### src/rtl/busmatch_pkg.sv
package busmatch_pkg;

  // Port width codes sampled at master reset
  typedef enum logic [1:0] {
    SZ_LONG = 2'b00,
    SZ_HALF = 2'b01,
    SZ_BYTE = 2'b10,
    SZ_RSVD = 2'b11
  } bm_size_e;

  typedef struct packed {
    bm_size_e size;
    logic     big_end;
  } bm_cfg_t;

endpackage

### src/rtl/bm_cfg_latch.sv
module bm_cfg_latch
  import busmatch_pkg::*;
(
  input  logic       clk,
  input  logic       rst_n,
  input  logic [1:0] cfg_size,
  input  logic       cfg_big_end,
  output bm_cfg_t    cfg_q
);

  bm_size_e size_map;

  always_comb begin
    case (cfg_size)
      2'b01:   size_map = SZ_HALF;
      2'b10:   size_map = SZ_BYTE;
      default: size_map = SZ_LONG;
    endcase
  end

  // Sampled on every edge while master reset is held, frozen afterwards
  always_ff @(posedge clk) begin
    if (!rst_n) begin
      cfg_q.size    <= size_map;
      cfg_q.big_end <= cfg_big_end;
    end
  end


  cfg_frozen_chk: assert property (@(posedge clk) disable iff (!rst_n)
    $stable(cfg_q));

endmodule

### src/rtl/bm_unpack.sv
module bm_unpack
  import busmatch_pkg::*;
#(
  parameter int LANE_W = 9,
  parameter int LANES  = 4
) (
  input  logic                     clk,
  input  logic                     rst_n,
  input  logic                     part_rst,
  input  bm_cfg_t                  cfg,
  input  logic [LANE_W*LANES-1:0]  fifo_rd_data,
  input  logic                     fifo_rd_valid,
  output logic                     fifo_rd_ready,
  output logic [LANE_W*LANES-1:0]  port_out_data,
  output logic                     port_out_valid,
  input  logic                     port_out_ready
);

  localparam int WORD_W = LANE_W * LANES;
  localparam int CNT_W  = (LANES > 1) ? $clog2(LANES) : 1;
  localparam int HALF   = LANES / 2;

  logic [WORD_W-1:0] word_q;
  logic              held_q;
  logic [CNT_W-1:0]  step_q;
  logic [CNT_W-1:0]  last_idx;
  logic [CNT_W-1:0]  chunk;
  logic              is_last;
  logic              out_hs;
  logic              pop;

  always_comb begin
    case (cfg.size)
      SZ_HALF: last_idx = CNT_W'(HALF - 1);
      SZ_BYTE: last_idx = CNT_W'(LANES - 1);
      default: last_idx = '0;
    endcase
  end

  assign chunk          = cfg.big_end ? (last_idx - step_q) : step_q;
  assign is_last        = (step_q == last_idx);
  assign port_out_valid = held_q && !part_rst;
  assign out_hs         = port_out_valid && port_out_ready;
  assign fifo_rd_ready  = !part_rst && (!held_q || (port_out_ready && is_last));
  assign pop            = fifo_rd_valid && fifo_rd_ready;

  always_ff @(posedge clk or negedge rst_n) begin
    if (!rst_n) begin
      held_q <= 1'b0;
      step_q <= '0;
      word_q <= '0;
    end else if (part_rst) begin
      held_q <= 1'b0;
      step_q <= '0;
    end else begin
      if (out_hs) step_q <= is_last ? '0 : step_q + 1'b1;
      if (pop) begin
        word_q <= fifo_rd_data;
        held_q <= 1'b1;
      end else if (out_hs && is_last) begin
        held_q <= 1'b0;
      end
    end
  end

  // One output lane per generate slice
  for (genvar j = 0; j < LANES; j++) begin : g_olane
    logic [CNT_W-1:0] sel;
    always_comb begin
      sel = '0;
      port_out_data[j*LANE_W +: LANE_W] = '0;
      case (cfg.size)
        SZ_HALF: begin
          sel = CNT_W'(chunk * HALF + j);
          if (j < HALF) port_out_data[j*LANE_W +: LANE_W] = word_q[sel*LANE_W +: LANE_W];
        end
        SZ_BYTE: begin
          sel = chunk;
          if (j == 0) port_out_data[j*LANE_W +: LANE_W] = word_q[sel*LANE_W +: LANE_W];
        end
        default: port_out_data[j*LANE_W +: LANE_W] = word_q[j*LANE_W +: LANE_W];
      endcase
    end
  end


  pop_loads_chk: assert property (@(posedge clk) disable iff (!rst_n)
    (fifo_rd_valid && fifo_rd_ready) |=> (held_q && step_q == '0));


  out_hold_chk: assert property (@(posedge clk) disable iff (!rst_n)
    (port_out_valid && !port_out_ready) |=>
      (part_rst || (port_out_valid && $stable(port_out_data))));


  flush_out_chk: assert property (@(posedge clk) disable iff (!rst_n)
    part_rst |=> (!held_q && step_q == '0));

endmodule

### src/rtl/bm_pack.sv
module bm_pack
  import busmatch_pkg::*;
#(
  parameter int LANE_W = 9,
  parameter int LANES  = 4
) (
  input  logic                     clk,
  input  logic                     rst_n,
  input  logic                     part_rst,
  input  bm_cfg_t                  cfg,
  input  logic [LANE_W*LANES-1:0]  port_in_data,
  input  logic                     port_in_valid,
  output logic                     port_in_ready,
  output logic [LANE_W*LANES-1:0]  fifo_wr_data,
  output logic                     fifo_wr_valid,
  input  logic                     fifo_wr_ready
);

  localparam int CNT_W = (LANES > 1) ? $clog2(LANES) : 1;
  localparam int HALF  = LANES / 2;

  logic             full_q;
  logic [CNT_W-1:0] step_q;
  logic [CNT_W-1:0] last_idx;
  logic [CNT_W-1:0] chunk;
  logic             is_last;
  logic             in_hs;
  logic             push;

  always_comb begin
    case (cfg.size)
      SZ_HALF: last_idx = CNT_W'(HALF - 1);
      SZ_BYTE: last_idx = CNT_W'(LANES - 1);
      default: last_idx = '0;
    endcase
  end

  assign chunk         = cfg.big_end ? (last_idx - step_q) : step_q;
  assign is_last       = (step_q == last_idx);
  assign fifo_wr_valid = full_q && !part_rst;
  assign push          = fifo_wr_valid && fifo_wr_ready;
  assign port_in_ready = !part_rst && (!full_q || fifo_wr_ready);
  assign in_hs         = port_in_valid && port_in_ready;

  always_ff @(posedge clk or negedge rst_n) begin
    if (!rst_n) begin
      full_q <= 1'b0;
      step_q <= '0;
    end else if (part_rst) begin
      full_q <= 1'b0;
      step_q <= '0;
    end else begin
      if (in_hs) step_q <= is_last ? '0 : step_q + 1'b1;
      if (in_hs && is_last) full_q <= 1'b1;
      else if (push)        full_q <= 1'b0;
    end
  end

  // Each word lane has its own write enable and source slice
  for (genvar l = 0; l < LANES; l++) begin : g_ilane
    logic              we;
    logic [LANE_W-1:0] din;
    logic [LANE_W-1:0] acc_q;

    always_comb begin
      case (cfg.size)
        SZ_HALF: begin
          we  = (chunk == CNT_W'(l / HALF));
          din = port_in_data[(l % HALF)*LANE_W +: LANE_W];
        end
        SZ_BYTE: begin
          we  = (chunk == CNT_W'(l));
          din = port_in_data[LANE_W-1:0];
        end
        default: begin
          we  = 1'b1;
          din = port_in_data[l*LANE_W +: LANE_W];
        end
      endcase
    end

    always_ff @(posedge clk or negedge rst_n) begin
      if (!rst_n)          acc_q <= '0;
      else if (in_hs && we) acc_q <= din;
    end

    assign fifo_wr_data[l*LANE_W +: LANE_W] = acc_q;
  end


  push_after_last_chk: assert property (@(posedge clk) disable iff (!rst_n)
    (in_hs && is_last) |=> (fifo_wr_valid || part_rst));


  wr_hold_chk: assert property (@(posedge clk) disable iff (!rst_n)
    (fifo_wr_valid && !fifo_wr_ready) |=>
      (part_rst || (fifo_wr_valid && $stable(fifo_wr_data))));


  flush_in_chk: assert property (@(posedge clk) disable iff (!rst_n)
    part_rst |=> (!fifo_wr_valid && step_q == '0));

endmodule

### src/rtl/busmatch_port.sv
module busmatch_port
  import busmatch_pkg::*;
#(
  parameter int LANE_W = 9,
  parameter int LANES  = 4
) (
  input  logic                    clk,
  input  logic                    rst_n,
  input  logic                    part_rst,
  input  logic [1:0]              cfg_size,
  input  logic                    cfg_big_end,
  input  logic [LANE_W*LANES-1:0] fifo_rd_data,
  input  logic                    fifo_rd_valid,
  output logic                    fifo_rd_ready,
  output logic [LANE_W*LANES-1:0] port_out_data,
  output logic                    port_out_valid,
  input  logic                    port_out_ready,
  input  logic [LANE_W*LANES-1:0] port_in_data,
  input  logic                    port_in_valid,
  output logic                    port_in_ready,
  output logic [LANE_W*LANES-1:0] fifo_wr_data,
  output logic                    fifo_wr_valid,
  input  logic                    fifo_wr_ready
);

  bm_cfg_t cfg_q;

  bm_cfg_latch u_cfg (
    .clk         (clk),
    .rst_n       (rst_n),
    .cfg_size    (cfg_size),
    .cfg_big_end (cfg_big_end),
    .cfg_q       (cfg_q)
  );

  bm_unpack #(.LANE_W(LANE_W), .LANES(LANES)) u_unpack (
    .clk            (clk),
    .rst_n          (rst_n),
    .part_rst       (part_rst),
    .cfg            (cfg_q),
    .fifo_rd_data   (fifo_rd_data),
    .fifo_rd_valid  (fifo_rd_valid),
    .fifo_rd_ready  (fifo_rd_ready),
    .port_out_data  (port_out_data),
    .port_out_valid (port_out_valid),
    .port_out_ready (port_out_ready)
  );

  bm_pack #(.LANE_W(LANE_W), .LANES(LANES)) u_pack (
    .clk           (clk),
    .rst_n         (rst_n),
    .part_rst      (part_rst),
    .cfg           (cfg_q),
    .port_in_data  (port_in_data),
    .port_in_valid (port_in_valid),
    .port_in_ready (port_in_ready),
    .fifo_wr_data  (fifo_wr_data),
    .fifo_wr_valid (fifo_wr_valid),
    .fifo_wr_ready (fifo_wr_ready)
  );

endmodule

### config.mk
export PLATFORM = sky130hd
export DESIGN_NAME = busmatch_port
export DESIGN_NICKNAME = d
export VERILOG_FILES = /design/src/rtl/busmatch_pkg.sv /design/src/rtl/bm_cfg_latch.sv /design/src/rtl/bm_unpack.sv /design/src/rtl/bm_pack.sv /design/src/rtl/busmatch_port.sv
export SDC_FILE = /design/constraint.sdc
export NUM_CORES = 1
export LEC_CHECK = 0
export BUFFER_PORTS_ARGS = -buffer_cell sky130_fd_sc_hd__buf_2
export CAP_MARGIN = 5
export CORE_ASPECT_RATIO = 0.75
export CORE_MARGIN = 1
export CORE_UTILIZATION = 43
export CTS_CLUSTER_DIAMETER = 120
export DETAILED_ROUTE_END_ITERATION = 7
export PLACE_DENSITY = 0.7
export RECOVER_POWER = 25
export REMOVE_ABC_BUFFERS = 1
export SLEW_MARGIN = 20
export SYNTH_ARGS = -nofsm -noshare
export SYNTH_HDL_FRONTEND = slang
export SYNTH_SLANG_ARGS = --single-unit
### constraint.sdc
create_clock -name clk -period 4.97 [get_ports clk]
set_clock_uncertainty 0.2 [all_clocks]
set_input_delay 0.497 -clock clk [delete_from_list [all_inputs] [get_ports clk]]
set_output_delay 0.497 -clock clk [all_outputs]
set_load 0.02 [all_outputs]
* Word level (Yosys, flattened, before mapping)
Index checks and enable logic that the tools add are counted.
Widths: inputs -> output; s select.
** Storage, ports and cells
- Input bits :: 82
- Bits in registers :: 81
- Logic and storage cells :: 86
** Operators by class
- Shifts and indexed selects :: 3
- Reductions and logical operators :: 27
- Add/subtract/negate cells :: 5
- $mul :: 3
- Equal/unequal tests :: 9
- Bitwise logic cells :: 1
- Mux-type cells :: 27
** Operators by type and width (count)
- $shiftx 36x7->9 :: 3
- $pmux 9 s2 :: 3
- $mux 9 :: 4
- $mux 2 :: 8
- $logic_and 1x1->1 :: 15
- $mul 2x4->6 const B :: 2
- $eq 2x2->1 const B :: 4
- $pmux 2 s2 :: 2
- $mux 1 :: 7
- $add 2x1->2 const B :: 3
- $eq 2x1->1 const B :: 3
- $pmux 1 s2 :: 3
- $reduce_bool 3->1 :: 2
- $mul 1x4->5 const B :: 1
- $eq 2x2->1 :: 2
- $reduce_bool 2->1 :: 2
- $sub 2x2->2 :: 2
- $logic_not 1->1 :: 3
- $logic_not 2->1 :: 1
- $logic_or 1x1->1 :: 2
- $reduce_and 2->1 :: 1
- $reduce_or 2->1 :: 1
- $not 1->1 :: 1

* Depth between registers and ports, before layout
- Word-level depth :: 9
- Depth in mapped cells :: 10
- Mapped depth without buffers :: 8

* Hierarchy
A second synthesis with hierarchy kept.
** Unflattened totals
- Cell total of the unflattened synthesis :: 392
- Area, all modules :: 4784.6 sq um
** By module, submodules not included
- bm_unpack :: instances 1, cells an instance 193, area an instance 2508.7 sq um, seq. area each 975.9 sq um
- bm_pack :: instances 1, cells an instance 193, area an instance 2167.1 sq um, seq. area each 975.9 sq um
- bm_cfg_latch :: instances 1, cells an instance 6, area an instance 108.9 sq um, seq. area each 90.1 sq um

* Worst setup path before layout
OpenSTA, ideal clock, no wires.
- Path type :: register -> output
- Start :: register, netlist name u_cfg.cfg_q[1]
- End :: output port_out_data[7]
- Setup slack :: 1.706 ns
- Cell stages (with the launch flop) :: 9
- Buffers on the path :: 0
- Arrival time :: 2.567 ns
- Required time :: 4.273 ns
- Cell sequence :: edfxtp_1 -> inv_1 -> ha_1 -> ha_1 -> xnor2_1 -> nor2_4 -> xnor2_2 -> mux4_2 -> a221o_1
** On the way
- Longest elaborated chain between the ends :: 7
** Ends and longest elaborated chain
- $eq 2x2->1 / $eq 2x1->1 (equally long branches) :: RTL line bm_unpack.sv:33, bm_unpack.sv:72
- $pmux 2 s2 :: RTL line bm_unpack.sv:33 : case (cfg.size)
- $sub 2x2->2 :: RTL line bm_unpack.sv:40 : assign chunk = cfg.big_end ? (last_idx - step_q) : step_q;
- $mux 2 :: RTL line bm_unpack.sv:40
- $mul 2x4->6 / $mul 1x4->5 (equally long branches) :: RTL line bm_unpack.sv:79, bm_unpack.sv:75
- $shiftx 36x7->9 (on tied branches) :: RTL line bm_unpack.sv:79, bm_unpack.sv:75
- $pmux 9 s2 * :: RTL line bm_unpack.sv:72 : case (cfg.size)
- end: declaration :: RTL line busmatch_port.sv:15 : output logic [LANE_W*LANES-1:0] port_out_data,
Mark *: on every way between the ends. The rest lies on a longest branch, timed or not.

* Worst setup path in the final report
- Start :: register, netlist name u_cfg.cfg_q[1]
- End :: output port_out_data[7]
** On the way
- Longest elaborated chain between the ends :: 7
** Ends and longest elaborated chain (RTL line)
- $eq 2x2->1 / $eq 2x1->1 (equally long branches) :: bm_unpack.sv:33, bm_unpack.sv:72
- $pmux 2 s2 :: bm_unpack.sv:33
- $sub 2x2->2 :: bm_unpack.sv:40
- $mux 2 :: bm_unpack.sv:40
- $mul 2x4->6 / $mul 1x4->5 (equally long branches) :: bm_unpack.sv:79, bm_unpack.sv:75
- $shiftx 36x7->9 (on tied branches) :: bm_unpack.sv:79, bm_unpack.sv:75
- $pmux 9 s2 * :: bm_unpack.sv:72
Marks and branches as above.

==> reports/metrics.cfg <==
[status]
status=finished, violations left
violations=hold timing

[sta]
period_minus_slack_ns=3.814
tns_ns=0
final_hold_viol_count=9
period_share_pct=76.74
hold_ws_ns=-0.03273
finalMaxSlewViolations=0
max_slew_margin_pct=34.62
worst_pin_slew_ns=0.9727
setup_viol=0
max_freq_mhz=262.2
rsz0062_at_grt=no

[synthesis]
synthTopCellsByArea=dfrtp_1 42%, mux2_2 13%, mux2_1 7.4%
netlist_area_sq_um=4593
yosysMostFrequentCell=dfrtp_1
synth-seq-area-share_pct=44.46
synth_seq_cells=81
synth.avg_cell_area_sq_um=12.09
synth.distinct_cells=50
synth_top_cell_by_area=dfrtp_1
synth_cells=380
synth_top_area_share_pct=42.50
async_reset_ff_share_pct=96.30
synth_enable_flop_cells=3
yosys_warnings=0
ys.flop_type=dfrtp_1
synth_common_cells=78 x dfrtp_1, 52 x mux2_2, 30 x mux2_1

[routing]
drt_iter0_drc=246
viasPerCell=5.515
finalWirelength_um=11740
num_vias=3695
wire_per_inst_um=17.52
drcViolationCount=0
first_pass_iters=4
antenna_left=0

[cts]
clockBufferDepth=2
cts_hold_buf=0
clk_pin_slew_ns=0.06
clock_latency_ns=0.33
htreeDepth=3
clockRootBuffer=clkbuf_16
cts_num_sinks=81
postCtsSetupBuffers=0
cts_resized=0
cts_buffers=9
cts_tree=yes

[floorplan]
fp-row-count=32
coreArea_sq_um=10330
initial_core_util_pct=44.46
die-width_um=121.3
die_area_sq_um=11100
pin_count=158
die_h_um=91.51

[cells_and_area]
multi_input_area_sq_um=2395
nFillCells=891
fin_nets=616
register_area_sq_um=2042
diodes=0
synthToLayoutAreaGrowth_pct=25.47
final_area_sq_um=5763
drive_gt1_share_pct=48.13

[placed_design]
placement.io_buffers=157
dpl_cell_area_sq_um=5459
gp_congestion=0.7837
dp_hpwl_um=8159

[grt]
grt_pass1_wl_um=18890
gr-usage-all-layers_pct=22.04
grt_max_degree=80
grt_pass1_vias=3646
antenna_found_initial=0
grt_overflow=0

[job]
timing.max_cap.violations=0

[setup_path]
worstPathRequired_ns=4.27
path_class=flip-flop to output port
cp_max_fo=13
critPathLaunchType=flip-flop
arrival_ns=3.12
worstSetupEndpointType=output port

[power]
power.density_nw_per_um2=456.5
p_leak_nw=2.657
vdd_drop_max_mv=0.1792

[hold_path]
hold_path.class=primary input to asynchronous set/reset pin

## sequential cells by signal, indices dropped and copies added (netlist names)
name                  flops
u_pack.g_ilane.acc_q     36
u_unpack.word_q          36
u_unpack.held_q           1
u_cfg.cfg_q               3
u_unpack.step_q           2
u_pack.step_q             2
u_pack.full_q             1
## per-layer routing
layer	vias up	GRT usage [%]	wire, um
met5	-	0	0
met4	0	7.819	171
met3	14	4.020	619
met2	110	33.43	5649
met1	1848	31.30	5300
li1	1723	-	-
## metrics by stage
step | utilization, % | power (W) | setup slack, ns | hold slack [ns] | instances
finish | 55.79 | 0.002631 | 1.156 | -0.03273 | 670
detailed placement | 52.85 | 0.001963 | 1.437 | 0.2878 | 654
global placement | 52.85 | 0.001937 | 1.563 | 0.2839 | 654
floorplan | - | 0.001617 | 0.8546 | 0.001409 | 356
CTS | 55.78 | 0.002651 | 1.103 | 0.1254 | 670
global route | 55.79 | 0.002769 | 0.9231 | 0.05280 | 670
## path summary, 6_finish.rpt
check	cells past startpoint	from	endpoint	slack (ns)
min in group clk	1	cfg_big_end	u_cfg.cfg_q[0]	0.14
max in group asynchronous	1	rst_n	u_unpack.word_q[31]	4.07
worst min register to register	1	u_pack.g_ilane[0].acc_q[2]	u_pack.g_ilane[0].acc_q[2]	0.30
worst max-delay path	9	u_cfg.cfg_q[1]	port_out_data[7]	1.16
worst min-delay path	1	rst_n	u_pack.g_ilane[0].acc_q[8]	-0.03
worst max register to register	8	u_cfg.cfg_q[2]	u_pack.g_ilane[3].acc_q[5]	1.45
## cell families after synthesis
| group | share of synthesized area, % |
|---|---|
| muxes | 25.01 |
| xor gates and xnor gates | 1.308 |
| AOI/OAI and AO/OA | 13.95 |
| and+or+nand+nor | 10.46 |
| buffers and inverters | 3.459 |
| DFF | 44.46 |
| adders and majority gates | 1.362 |
## layout by cell type, fill, tap and decap left out, types with 5 or more instances in the layout
| master | instances |
|---|---|
| nor2_1 | 10 |
| xnor2_1 | 5 |
| a22o_1 | 18 |
| o21ai_0 | 6 |
| mux2_2 | 52 |
| mux2_1 | 30 |
| inv_1 | 6 |
| a221o_1 | 9 |
| o221a_2 | 9 |
| nand2_1 | 17 |
| nor2b_1 | 16 |
| and2_1 | 21 |
| dfrtp_1 | 78 |
| mux2i_1 | 9 |
| buf_4 | 5 |
| clkbuf_16 | 9 |
| mux4_2 | 6 |
| a22oi_1 | 17 |
| buf_2 | 154 |
## power breakdown
group	switching [W]	leakage, nW	internal, W
logic	0.000540	1.55	0.000439
clock network	0.000274	0.154	0.000405
registers	0.000132	0.950	0.000842
total	0.000945	2.66	0.00169
## worst max-delay path, stage by stage (launching register included)
cell	delay, ns
edfxtp_1	0.39
inv_1	0.07
ha_2	0.29
ha_1	0.32
nor2b_1	0.07
nor2_2	0.51
buf_4	0.33
mux4_2	0.31
a221o_1	0.32
buf_2	0.16
## final cells by class
cell class | count | share of cell area (%)
multi-input cells | 268 | 41.55
flip-flops and latches | 81 | 35.43
repair buffers | 162 | 14.35
clock inverters | 6 | 1.107
clock buffers | 10 | 4.147
inverters | 7 | 0.4559
well taps | 136 | 2.953
(Power assumes the default switching activity.)
